**config.mk**
```make
export PLATFORM = sky130hd
export DESIGN_NAME = usb_frame_tick
export DESIGN_NICKNAME = d
export VERILOG_FILES = /design/src/rtl/usb_ft_pkg.sv /design/src/rtl/ft_interval_timer.sv /design/src/rtl/ft_frame_reg.sv /design/src/rtl/ft_sync_fsm.sv /design/src/rtl/usb_frame_tick.sv
export SDC_FILE = /design/constraint.sdc
export NUM_CORES = 1
export LEC_CHECK = 0
export ABC_AREA = 1
export BUFFER_PORTS_ARGS = -buffer_cell sky130_fd_sc_hd__buf_2
export CORE_ASPECT_RATIO = 0.7
export CORE_MARGIN = 5
export CORE_UTILIZATION = 52
export CTS_BUF_LIST = sky130_fd_sc_hd__clkbuf_8
export DETAILED_ROUTE_END_ITERATION = 16
export GPL_TIMING_DRIVEN = 0
export PLACE_DENSITY = 0.71
export SLEW_MARGIN = 20
export SYNTH_ARGS = -nofsm -noshare
export SYNTH_HDL_FRONTEND = slang
export SYNTH_HIERARCHICAL = 1
export SYNTH_SLANG_ARGS = --single-unit
```
**constraint.sdc**
```tcl
create_clock -name clk -period 6.6 [get_ports clk]
set_input_delay 0.99 -clock clk [delete_from_list [all_inputs] [get_ports clk]]
set_output_delay 0.99 -clock clk [all_outputs]
set_load 0.01 [all_outputs]
```
**src/rtl/usb_ft_pkg.sv**
```systemverilog
package usb_ft_pkg;

    localparam int unsigned FN_W = 11;

    typedef enum logic [1:0] {
        ST_UNSYNC = 2'd0,
        ST_TRACK  = 2'd1,
        ST_HOST   = 2'd2
    } ft_state_e;

    typedef enum logic [1:0] {
        FN_HOLD = 2'd0,
        FN_LOAD = 2'd1,
        FN_INC  = 2'd2
    } fn_op_e;

endpackage

```
**src/rtl/ft_interval_timer.sv**
```systemverilog
module ft_interval_timer #(
    parameter int unsigned PERIOD = 60000,
    parameter int unsigned TOL    = 4,
    parameter int unsigned CW     = 16
) (
    input  logic clk,
    input  logic rst_n,
    input  logic restart,
    input  logic reload_tol,
    output logic host_due,
    output logic track_due
);
    localparam logic [CW-1:0] HOST_LAST  = CW'(PERIOD - 1);
    localparam logic [CW-1:0] TRACK_LAST = CW'(PERIOD + TOL - 1);
    localparam logic [CW-1:0] TOL_START  = CW'(TOL);

    logic [CW-1:0] cnt_q;

    always_ff @(posedge clk) begin
        if (!rst_n) begin
            cnt_q <= '0;
        end else if (restart) begin
            cnt_q <= reload_tol ? TOL_START : '0;
        end else if (cnt_q != TRACK_LAST) begin
            cnt_q <= cnt_q + 1'b1;
        end
    end

    assign host_due  = (cnt_q == HOST_LAST);
    assign track_due = (cnt_q == TRACK_LAST);

    // the interval counter never runs past the tracking deadline
    p_cnt_bound_r4: assert property (@(posedge clk) disable iff (!rst_n)
        cnt_q <= TRACK_LAST);

    // a restart places the counter at its reload point
    p_restart_r4: assert property (@(posedge clk) disable iff (!rst_n)
        restart |=> (cnt_q == ($past(reload_tol) ? TOL_START : '0)));

endmodule

```
**src/rtl/ft_frame_reg.sv**
```systemverilog
module ft_frame_reg
    import usb_ft_pkg::*;
(
    input  logic            clk,
    input  logic            rst_n,
    input  fn_op_e          op,
    input  logic [FN_W-1:0] load_val,
    output logic [FN_W-1:0] fn_q
);
    always_ff @(posedge clk) begin
        if (!rst_n) begin
            fn_q <= '0;
        end else begin
            unique case (op)
                FN_LOAD: fn_q <= load_val;
                FN_INC:  fn_q <= fn_q + 1'b1;
                default: fn_q <= fn_q;
            endcase
        end
    end

    // an increment advances the number by one, wrapping at 2048
    p_inc_wrap_r7: assert property (@(posedge clk) disable iff (!rst_n)
        (op == FN_INC) |=> (fn_q == FN_W'($past(fn_q) + 1)));

    // with no operation the number is held
    p_hold_r9: assert property (@(posedge clk) disable iff (!rst_n)
        (op == FN_HOLD) |=> $stable(fn_q));

endmodule

```
**src/rtl/ft_sync_fsm.sv**
```systemverilog
module ft_sync_fsm
    import usb_ft_pkg::*;
(
    input  logic      clk,
    input  logic      rst_n,
    input  logic      host_mode,
    input  logic      port0_act,
    input  logic      port1_act,
    input  logic      sof_valid,
    input  logic      sof_bad,
    input  logic      host_due,
    input  logic      track_due,
    output logic      restart,
    output logic      reload_tol,
    output fn_op_e    fn_op,
    output logic      tick_q,
    output ft_state_e st_q
);
    ft_state_e st_d;
    logic      tick_d;

    always_comb begin
        st_d       = st_q;
        fn_op      = FN_HOLD;
        tick_d     = 1'b0;
        restart    = 1'b0;
        reload_tol = 1'b0;
        unique case (st_q)
            ST_UNSYNC: begin
                if (host_mode) begin
                    st_d    = ST_HOST;
                    restart = 1'b1;
                end else if (sof_valid) begin
                    st_d    = ST_TRACK;
                    fn_op   = FN_LOAD;
                    tick_d  = 1'b1;
                    restart = 1'b1;
                end
            end
            ST_TRACK: begin
                if (host_mode) begin
                    st_d    = ST_HOST;
                    restart = 1'b1;
                end else if (sof_valid) begin
                    fn_op   = FN_LOAD;
                    tick_d  = 1'b1;
                    restart = 1'b1;
                end else if (sof_bad) begin
                    fn_op   = FN_INC;
                    tick_d  = 1'b1;
                    restart = 1'b1;
                end else if (track_due) begin
                    fn_op      = FN_INC;
                    tick_d     = 1'b1;
                    restart    = 1'b1;
                    reload_tol = 1'b1;
                end
            end
            ST_HOST: begin
                if (!host_mode) begin
                    st_d    = ST_UNSYNC;
                    restart = 1'b1;
                end else if (host_due) begin
                    fn_op   = FN_INC;
                    tick_d  = port0_act | port1_act;
                    restart = 1'b1;
                end
            end
            default: begin
                st_d = ST_UNSYNC;
            end
        endcase
    end

    always_ff @(posedge clk) begin
        if (!rst_n) st_q <= ST_UNSYNC;
        else        st_q <= st_d;
    end

    always_ff @(posedge clk) begin
        if (!rst_n) tick_q <= 1'b0;
        else        tick_q <= tick_d;
    end

    // an unsynchronized machine without a valid SOF stays silent
    p_unsync_quiet_r6: assert property (@(posedge clk) disable iff (!rst_n)
        (st_q == ST_UNSYNC && !sof_valid) |=> !tick_q);

    // a host-mode advance with both ports idle raises no tick
    p_host_gate_r8: assert property (@(posedge clk) disable iff (!rst_n)
        (st_q == ST_HOST && host_mode && host_due && !port0_act && !port1_act)
        |=> !tick_q);

    // dropping host mode lands in the unsynchronized state
    p_leave_host_r10: assert property (@(posedge clk) disable iff (!rst_n)
        (st_q == ST_HOST && !host_mode) |=> (st_q == ST_UNSYNC));

endmodule

```
**src/rtl/usb_frame_tick.sv**
```systemverilog
module usb_frame_tick
    import usb_ft_pkg::*;
#(
    parameter int unsigned PERIOD_CYC = 60000,
    parameter int unsigned TOL_CYC    = 4
) (
    input  logic            clk,
    input  logic            rst_n,
    input  logic            host_mode,
    input  logic            port0_act,
    input  logic            port1_act,
    input  logic            sof_valid,
    input  logic [FN_W-1:0] sof_frame,
    input  logic            sof_bad,
    output logic [FN_W-1:0] frame_num,
    output logic            frame_tick
);
    localparam int unsigned CW = $clog2(PERIOD_CYC + TOL_CYC);

    logic      restart;
    logic      reload_tol;
    logic      host_due;
    logic      track_due;
    fn_op_e    fn_op;
    ft_state_e st;

    ft_interval_timer #(
        .PERIOD (PERIOD_CYC),
        .TOL    (TOL_CYC),
        .CW     (CW)
    ) u_timer (
        .clk        (clk),
        .rst_n      (rst_n),
        .restart    (restart),
        .reload_tol (reload_tol),
        .host_due   (host_due),
        .track_due  (track_due)
    );

    ft_sync_fsm u_fsm (
        .clk        (clk),
        .rst_n      (rst_n),
        .host_mode  (host_mode),
        .port0_act  (port0_act),
        .port1_act  (port1_act),
        .sof_valid  (sof_valid),
        .sof_bad    (sof_bad),
        .host_due   (host_due),
        .track_due  (track_due),
        .restart    (restart),
        .reload_tol (reload_tol),
        .fn_op      (fn_op),
        .tick_q     (frame_tick),
        .st_q       (st)
    );

    ft_frame_reg u_fn (
        .clk      (clk),
        .rst_n    (rst_n),
        .op       (fn_op),
        .load_val (sof_frame),
        .fn_q     (frame_num)
    );

    // an accepted valid SOF loads its number and ticks, even beside a bad one
    p_sof_load_r2: assert property (@(posedge clk) disable iff (!rst_n)
        (st != ST_HOST && !host_mode && sof_valid)
        |=> (frame_tick && frame_num == $past(sof_frame)));

endmodule

```
==> summary.md, run 1 <==
| Metric | Value |
|---|---|
| Switch Pwr | 0.0929 mW |
| Worst Tran Pin Value | 0.302 ns |
| Sequential fraction of the synthesis area | 32.4% |
| H-tree Lvls | 2 |
| Post-route antenna net violation count | 0 |
| Clock power share | 35.7% |
| Worst Hold Class | reg2reg |
| CP top delay family | adder cells |
| RSZ-0062 raised after global routing | no |
| Sequential power share | 53.1% |
| Critical path fanouts, max | 10 |
| Maximum clock path buffer count | 2 |
| Final Hold Viols | 0 |
| HPWL Detailed | 3.32 mm |
| Initial core utilization | 53.4% |
| Worst-skew pair later-pin latency | 0.27 ns |
| Internal | 0.273 mW |
| Initial DRC Count | 186 |
| CTS tree | built |
| Routed WL per cell | 11.2 microns |
| FP Rows | 18 |
| Num CTS Buffers | 5 |
| Initial antenna violation count | 0 |
| First-pass GRT wire length | 7.22 mm |
| Crit Path Category | reg2reg |
| Crit path capture type | flop |
| Total area of sequential cells | 601 sq um |
| Synth cell types | 29 |
| Proportion of power drawn by combinational gates | 11.1% |
| CP peak stage delay | 0.43 ns |
| Max_cap viols | 0 |
| Min-Delay Path Depth | 2 |
| Hold endpoint | u_timer/cnt_q[14] |
| Final Setup Violations | 0 |
| Multi-input gate area | 0.00106 sq mm |
| Mapped Area | 0.00185 sq mm |
| Die Ht | 59.9 microns |
| Area Overhead vs Synth | 15.3% |
| Hold path start | u_timer/cnt_q[14] |
| # fillers | 341 |
| Startpoint Class | flop |
| Full die area | 0.00488 sq mm |
| Worst reg2reg setup slack | 3.98 ns |
| Final Skew | 0.00415 ns |
| Sw Share | 25.4% |
| Cells along the critical path | ha_1, nand3_1, inv_1, nand3_1, nor3_1, nand2_1, inv_1, nand2_1, o21ai_0, ha_1, buf_4, o21ai_0, a211oi_1 |
| Critical R2R Launch | u_timer/cnt_q[0] |
| IO Count | 30 |
| P per Cell Area | 171 mW/mm^2 |
| Die span in x | 81.4 microns |
| Number of global-route vias before repair | 1582 |
| Final period util | 39.7% |
| Synth warn | 6 |
| Total number of vias | 1870 |
| Post-synthesis cell count | 296 |
| Area of the core | 0.00347 sq mm |
| Maximum clock frequency | 381 MHz |
| GPL Wtd Cong | 0.876 |
| Post-CTS Hold Buffers | 0 |
| Clk root buf | clkbuf_8 |
| Detailed Routing Iterations Pass 1 | 4 |
| Crit path DAT | 2.79 ns |
| Pins Over Slew Limit | 0 |
| Status | complete, no violations |
| Met2 routed WL | 1.56 mm |
| Max rail drop VDD | 0.000137 V |
| Clock slew at reported path FFs | 0.06 ns |
| Met3 WL | 314 microns |
| Max-slew headroom | 79.9% |
| Cts repair resizes | 0 |
| Drt total wl | 4.26 mm |
| Crit path time final | 2.62 ns |
| Final net count | 354 |
| Post-route setup TNS | 0 ns |
| Vias/cell | 4.90 |
| Final core utilization | 61.6% |
| Total track usage | 19.4% |
| Highest-delay cell along the critical path | dfxtp_1 |
| P_leak | 0.939 nW |
| Mapped Nets | 318 |
| Share of cells above drive strength 1 | 18.1% |
| IO Port Bufs | 29 |
| Synth Register Bits | 30 |
| Largest net degree at the start of global routing | 12 |
| Avg Inst Size Synth | 6.26 sq um |
| Met1 WL | 2.37 mm |
| Worst EP required | 6.77 ns |
| Crit Reg-Reg Endpoint | u_fn/fn_q[4] |
| Top Layer Used | met4 |
| Total clock sinks | 30 |
| GR Overflow Total | 0 |
| WP buf/inv | 3 |
| DRC errors left | 0 |
| Number of diodes | 0 |
| Reg2reg path depth | 13 |
| Post-CTS Setup Bufs | 0 |
## kinds of logic (layout without fill, tap and decap cells)
logic type | count (synthesis) | after routing | share of synthesized area (%)
fa+ha+maj | 4 | 4 | 2.70
compound gates | 46 | 46 | 13.6
flops | 30 | 30 | 32.4
buf+inv | 49 | 85 | 10.4
simple gates | 164 | 164 | 39.4
xor+xnor | 3 | 3 | 1.42
## metal layers
layer	vias to the layer above	track usage, %
met5	-	0
li1	1012	-
met1	810	30.9
met2	46	25.1
met4	0	5.06
met3	2	4.52
## worst reg2reg max path: stages (launching register included)
cell and delay (ns):
dfxtp_1 0.43, ha_1 0.27, nand3_1 0.13, inv_1 0.17
nand3_1 0.11, nor3_1 0.21, nand2_1 0.08, inv_1 0.08
nand2_1 0.05, o21ai_0 0.07, ha_1 0.35, buf_4 0.24
o21ai_0 0.10, a211oi_1 0.25
## layout make-up
| class | instances | share of cell area, % |
|---|---|---|
| clock inverters | 2 | 0.351 |
| repair buffers | 29 | 6.79 |
| multi-input cells | 217 | 49.6 |
| well taps | 50 | 2.93 |
| flip-flops and latches | 30 | 28.1 |
| clock buffers | 5 | 3.22 |
| plain buffers | 3 | 0.937 |
| inverters | 46 | 8.08 |
## worst max-delay path by stage
stage	startpoint	endpoint	slack [ns]	depth (start not counted)
floorplan	u_timer/cnt_q[0]	u_fn/fn_q[2]	4.42	13
global placement	u_timer/cnt_q[0]	u_fn/fn_q[2]	4.02	13
detailed placement	u_timer/cnt_q[0]	u_fn/fn_q[2]	3.99	13
CTS	u_timer/cnt_q[0]	u_fn/fn_q[2]	3.96	13
global route	u_timer/cnt_q[0]	u_fn/fn_q[2]	3.59	13
finish	u_timer/cnt_q[0]	u_fn/fn_q[4]	3.98	13
## cells in the mapped netlist
| cell | instances | area share (%) |
|---|---|---|
| a211oi_1 | 1 | 0.41 |
| a21boi_1 | 1 | 0.41 |
| a21oi_1 | 21 | 5.7 |
| a21oi_2 | 1 | 0.47 |
| a221oi_1 | 1 | 0.47 |
| buf_2 | 1 | 0.27 |
| buf_4 | 2 | 0.81 |
| dfxtp_1 | 30 | 32 |
| ha_1 | 4 | 2.7 |
| inv_1 | 44 | 8.9 |
| inv_2 | 2 | 0.41 |
| nand2_1 | 72 | 15 |
| nand2_2 | 7 | 2.4 |
| nand3_1 | 22 | 5.9 |
| nand3_2 | 2 | 1.1 |
| nand3b_1 | 1 | 0.41 |
| nand4_1 | 2 | 0.68 |
| nor2_1 | 42 | 8.5 |
| nor2_2 | 7 | 2.4 |
| nor2_4 | 3 | 1.8 |
| nor3_1 | 5 | 1.4 |
| nor4_1 | 1 | 0.34 |
| o211ai_1 | 1 | 0.41 |
| o21ai_0 | 15 | 4.1 |
| o21ai_1 | 3 | 0.81 |
| o21ai_2 | 1 | 0.47 |
| o221ai_1 | 1 | 0.47 |
| xnor2_1 | 1 | 0.47 |
| xor2_1 | 2 | 0.95 |
## metrics by stage
stage / hold slack [ns] / instances / instance area, sq um / total power, mW / setup slack, ns
6_report: 0.512 / 382 / 2140 / 0.366 / 3.98
5_1_grt: 0.521 / 382 / 2140 / 0.386 / 3.59
4_1_cts: 0.509 / 382 / 2140 / 0.370 / 3.96
3_5_place_dp: 0.500 / 375 / 2060 / 0.239 / 3.99
3_3_place_gp: 0.488 / 375 / 2060 / 0.238 / 4.02
2_1_floorplan: 0.467 / 296 / 1850 / 0.222 / 4.42
## power by group through the flow
stage	sequential, mW	clock [mW]	combinational, mW
after floorplan	0.199	0	0.0226
after global placement	0.198	0	0.0400
after detailed placement	0.198	0	0.0405
after CTS	0.194	0.135	0.0408
after global routing	0.195	0.144	0.0461
final	0.195	0.131	0.0408
## sequential cells by signal, summed over array words and instances (netlist names)
signal and flops:
u_timer/cnt_q 16, u_fn/fn_q 11, u_fsm/tick_q 1, u_fsm/st_q 2
## cells in the final DEF, fill, tap and decap left out, drive strengths merged, types with 4 or more instances in the layout
cell type / instances
clkbuf: 5
buf: 32
nor2: 52
dfxtp: 30
o21ai: 19
nor3: 5
ha: 4
nand2: 79
a21oi: 22
inv: 48
nand3: 24
Power figures use the tool's default switching activity.
==> run 2, diff against run 1 <==
ABC_AREA = 0   (was 1)
PLACE_DENSITY = 0.72   (was 0.71)
clock period = 2.6 ns   (was 6.6 ns; I/O delays follow)
==> run 2 against run 1 <==
Effect of this change: power increased to 2.6 times the previous value; maximum frequency increased by 7.3%; final area decreased by 1.3%; clock-buffer cell count increased by 1; register-to-register slack got worse by 3.8 ns; wire length decreased by 3.3%; core utilization increased by 4.5 points; combinational power increased by 120%; cell count decreased by 26%; critical path depth unchanged; via count decreased by 13%; sequential share of layout area increased by 0.90 points.
==> summary.md, run 2 <==
| Metric | Value |
|---|---|
| Status | complete, no violations |
| RSZ-0062 raised after global routing | yes |
| Full die area | 0.00466 sq mm |
| Startpoint Class | flop |
| Critical path fanouts, max | 10 |
| Maximum clock path buffer count | 2 |
| Die Ht | 58.6 microns |
| Commonest non-fill, non-tap cell in the layout | buf_2 |
| CTS tree | built |
| Post-route antenna net violation count | 0 |
| Area Overhead vs Synth | 20.0% |
| Largest net degree at the start of global routing | 11 |
| Total number of vias | 1623 |
| DRC errors left | 0 |
| Synth Flop Type | dfxtp_1 |
| Crit Path Category | reg2reg |
| Hold path start | sof_valid |
| P_leak | 0.829 nW |
| Largest area contributor in the netlist | dfxtp_1 |
| Crit path capture type | flop |
| Worst EP required | 2.82 ns |
| IO Port Bufs | 29 |
| Post-route cell area | 0.00211 sq mm |
| Crit path time final | 2.44 ns |
| Critical R2R Launch | u_timer/cnt_q[0] |
| FP Rows | 17 |
| P per Cell Area | 455 mW/mm^2 |
| Max rail drop VDD | 0.000262 V |
| Clock slew at reported path FFs | 0.07 ns |
| Count leader, synth | dfxtp_1 |
| Final net count | 266 |
| Mapped Area | 0.00176 sq mm |
| Sw Share | 24.8% |
| Setup Slack @ Placement | -0.213 ns |
| Number of global-route vias before repair | 1401 |
| HPWL Detailed | 2.94 mm |
| Routed WL per cell | 14.6 microns |
| Biggest regs | u_timer/cnt_q x16, u_fn/fn_q x11, u_fsm/st_q x2 |
| Avg Inst Size Synth | 8.49 sq um |
| Synth warn | 6 |
| Final Skew | 0.00675 ns |
| GR Overflow Total | 0 |
| Max FFs per register | 16 |
| Crit Reg-Reg Endpoint | u_fn/fn_q[7] |
| Final core utilization | 66.1% |
| Switch Pwr | 0.238 mW |
| Total clock sinks | 30 |
| Final period util | 94.0% |
| Initial core utilization | 55.1% |
| First-pass GRT wire length | 6.76 mm |
| Post-synthesis cell count | 207 |
| Top reg by flops | u_timer/cnt_q |
| Drt total wl | 4.12 mm |
| Pins Over Slew Limit | 0 |
| Final Hold Viols | 0 |
| GPL Wtd Cong | 0.829 |
| Min-Delay Path Depth | 3 |
| Top cells by count, synth | dfxtp_1, nor2_1, nand2_1, a21oi_1, nand4_1 |
| Synth cell types | 51 |
| Share of the synthesized area in the top cell type | 34.2% |
| Worst Tran Pin Value | 0.469 ns |
| Detailed Routing Iterations Pass 1 | 4 |
| Clock power share | 39.9% |
| Max-slew headroom | 68.7% |
| Post-CTS Hold Buffers | 0 |
| Die span in x | 79.5 microns |
| Internal | 0.721 mW |
| Synth top area cells | dfxtp_1, nor2_1, a21oi_1, nand4_1, nand2_1 |
| Reg2reg path depth | 13 |
| Worst Hold Class | in2reg |
| Total track usage | 18.6% |
| Post-synth ARST share | 0% |
| Final worst slack | 0.157 ns |
| H-tree Lvls | 2 |
| Number of diodes | 0 |
| Sequential fraction of the synthesis area | 34.2% |
| IO Count | 30 |
| Worst reg2reg setup slack | 0.16 ns |
| Initial DRC Count | 120 |
| Sequential power share | 50.9% |
| Commonest cells after routing, fill and taps aside | buf_2, dfxtp_1, nor2_1, nand2_1, a21oi_1 |
| Clk root buf | clkbuf_8 |
| Area of the core | 0.00319 sq mm |
| Share of cells above drive strength 1 | 28.6% |
| Final Setup Violations | 0 |
| Placed cell area | 0.00195 sq mm |
| Worst-skew pair later-pin latency | 0.29 ns |
| Maximum clock frequency | 409 MHz |
| Synth Register Bits | 30 |
| Crit path DAT | 2.67 ns |
| Proportion of power drawn by combinational gates | 9.2% |
| Max_cap viols | 0 |
| Mapped Nets | 229 |
| Num CTS Buffers | 5 |
| Vias/cell | 5.73 |
| Initial antenna violation count | 0 |
| EDFF count, synth | 0 |
| Hold endpoint | u_fsm/st_q[0] |
run 2: area by class of cell:
type	instances	area (sq um)
clock inverter	2	8.76
clock buffer	6	82.6
inverter	6	22.5
fill	287	1080
timing repair buffer	30	153
tap	38	47.5
multi-input combinational	161	1130
sequential	30	612
buffer	10	56.3
run 2: kinds of logic (layout without fill, tap and decap cells):
| logic type | Yosys count | in the layout | share of synthesized area, % |
|---|---|---|---|
| compound gates | 45 | 45 | 16.6 |
| xor+xnor | 12 | 12 | 5.98 |
| fa+ha+maj | 4 | 4 | 2.85 |
| buf+inv | 16 | 54 | 3.99 |
| flops | 30 | 30 | 34.2 |
| mux | 2 | 2 | 1.14 |
| simple gates | 98 | 98 | 35.3 |
run 2: worst max path at each step:
stage	start	depth (start not counted)	end	slack, ns
2_1_floorplan	u_timer/cnt_q[0]	13	u_fn/fn_q[5]	0.23
3_3_place_gp	u_timer/cnt_q[0]	10	u_timer/cnt_q[1]	-0.19
3_5_place_dp	u_timer/cnt_q[0]	10	u_timer/cnt_q[14]	-0.21
4_1_cts	u_timer/cnt_q[0]	13	u_fn/fn_q[5]	0.04
5_1_grt	u_timer/cnt_q[0]	13	u_fn/fn_q[5]	-0.04
6_report	u_timer/cnt_q[0]	13	u_fn/fn_q[7]	0.16
run 2: power by group through the flow:
stage / Sequential, mW / Combinational, mW / Clock, mW
floorplan: 0.500 / 0.0456 / 0
global placement: 0.499 / 0.0847 / 0
detailed placement: 0.499 / 0.0855 / 0
CTS: 0.489 / 0.0867 / 0.398
global route: 0.491 / 0.0985 / 0.423
finish: 0.489 / 0.0878 / 0.383
run 2: what timing repair did:
| item | CTS | global route |
|---|---|---|
| setup buffers | 0 | 1 |
| gates resized for setup | 6 | 14 |
| setup endpoints to repair | 21 | 21 |
| endpoints found under the hold margin | 0 | 0 |
| pin swaps | 0 | 3 |
run 2: worst max-delay path, stage by stage, from the launching register on:
cell and delay, ns:
dfxtp_4 0.38, ha_1 0.18, nor4b_4 0.25, nand2_1 0.14, nor4_4 0.19, nor2_1 0.06
o21ai_1 0.15, ha_2 0.20, buf_6 0.14, inv_2 0.04, clkbuf_4 0.18, nor4_1 0.29
a21oi_1 0.07, o21ai_1 0.11
run 2: per-stage QoR:
stage               hold slack (ns)  instances  power, mW  setup TNS [ns]
global route                  0.370        283       1.01         -0.0705
detailed placement            0.521        274      0.585           -3.05
floorplan                     0.506        207      0.546               0
global placement              0.520        274      0.584           -2.77
CTS                           0.363        282      0.974               0
finish                        0.370        283      0.959               0
run 2: per-layer routing:
metal	global-route usage, %	wire [microns]	vias up
met2	23.2	1540	45
li1	-	-	835
met3	6.57	290	4
met4	3.68	28	0
met1	29.6	2260	739
met5	0	0	-
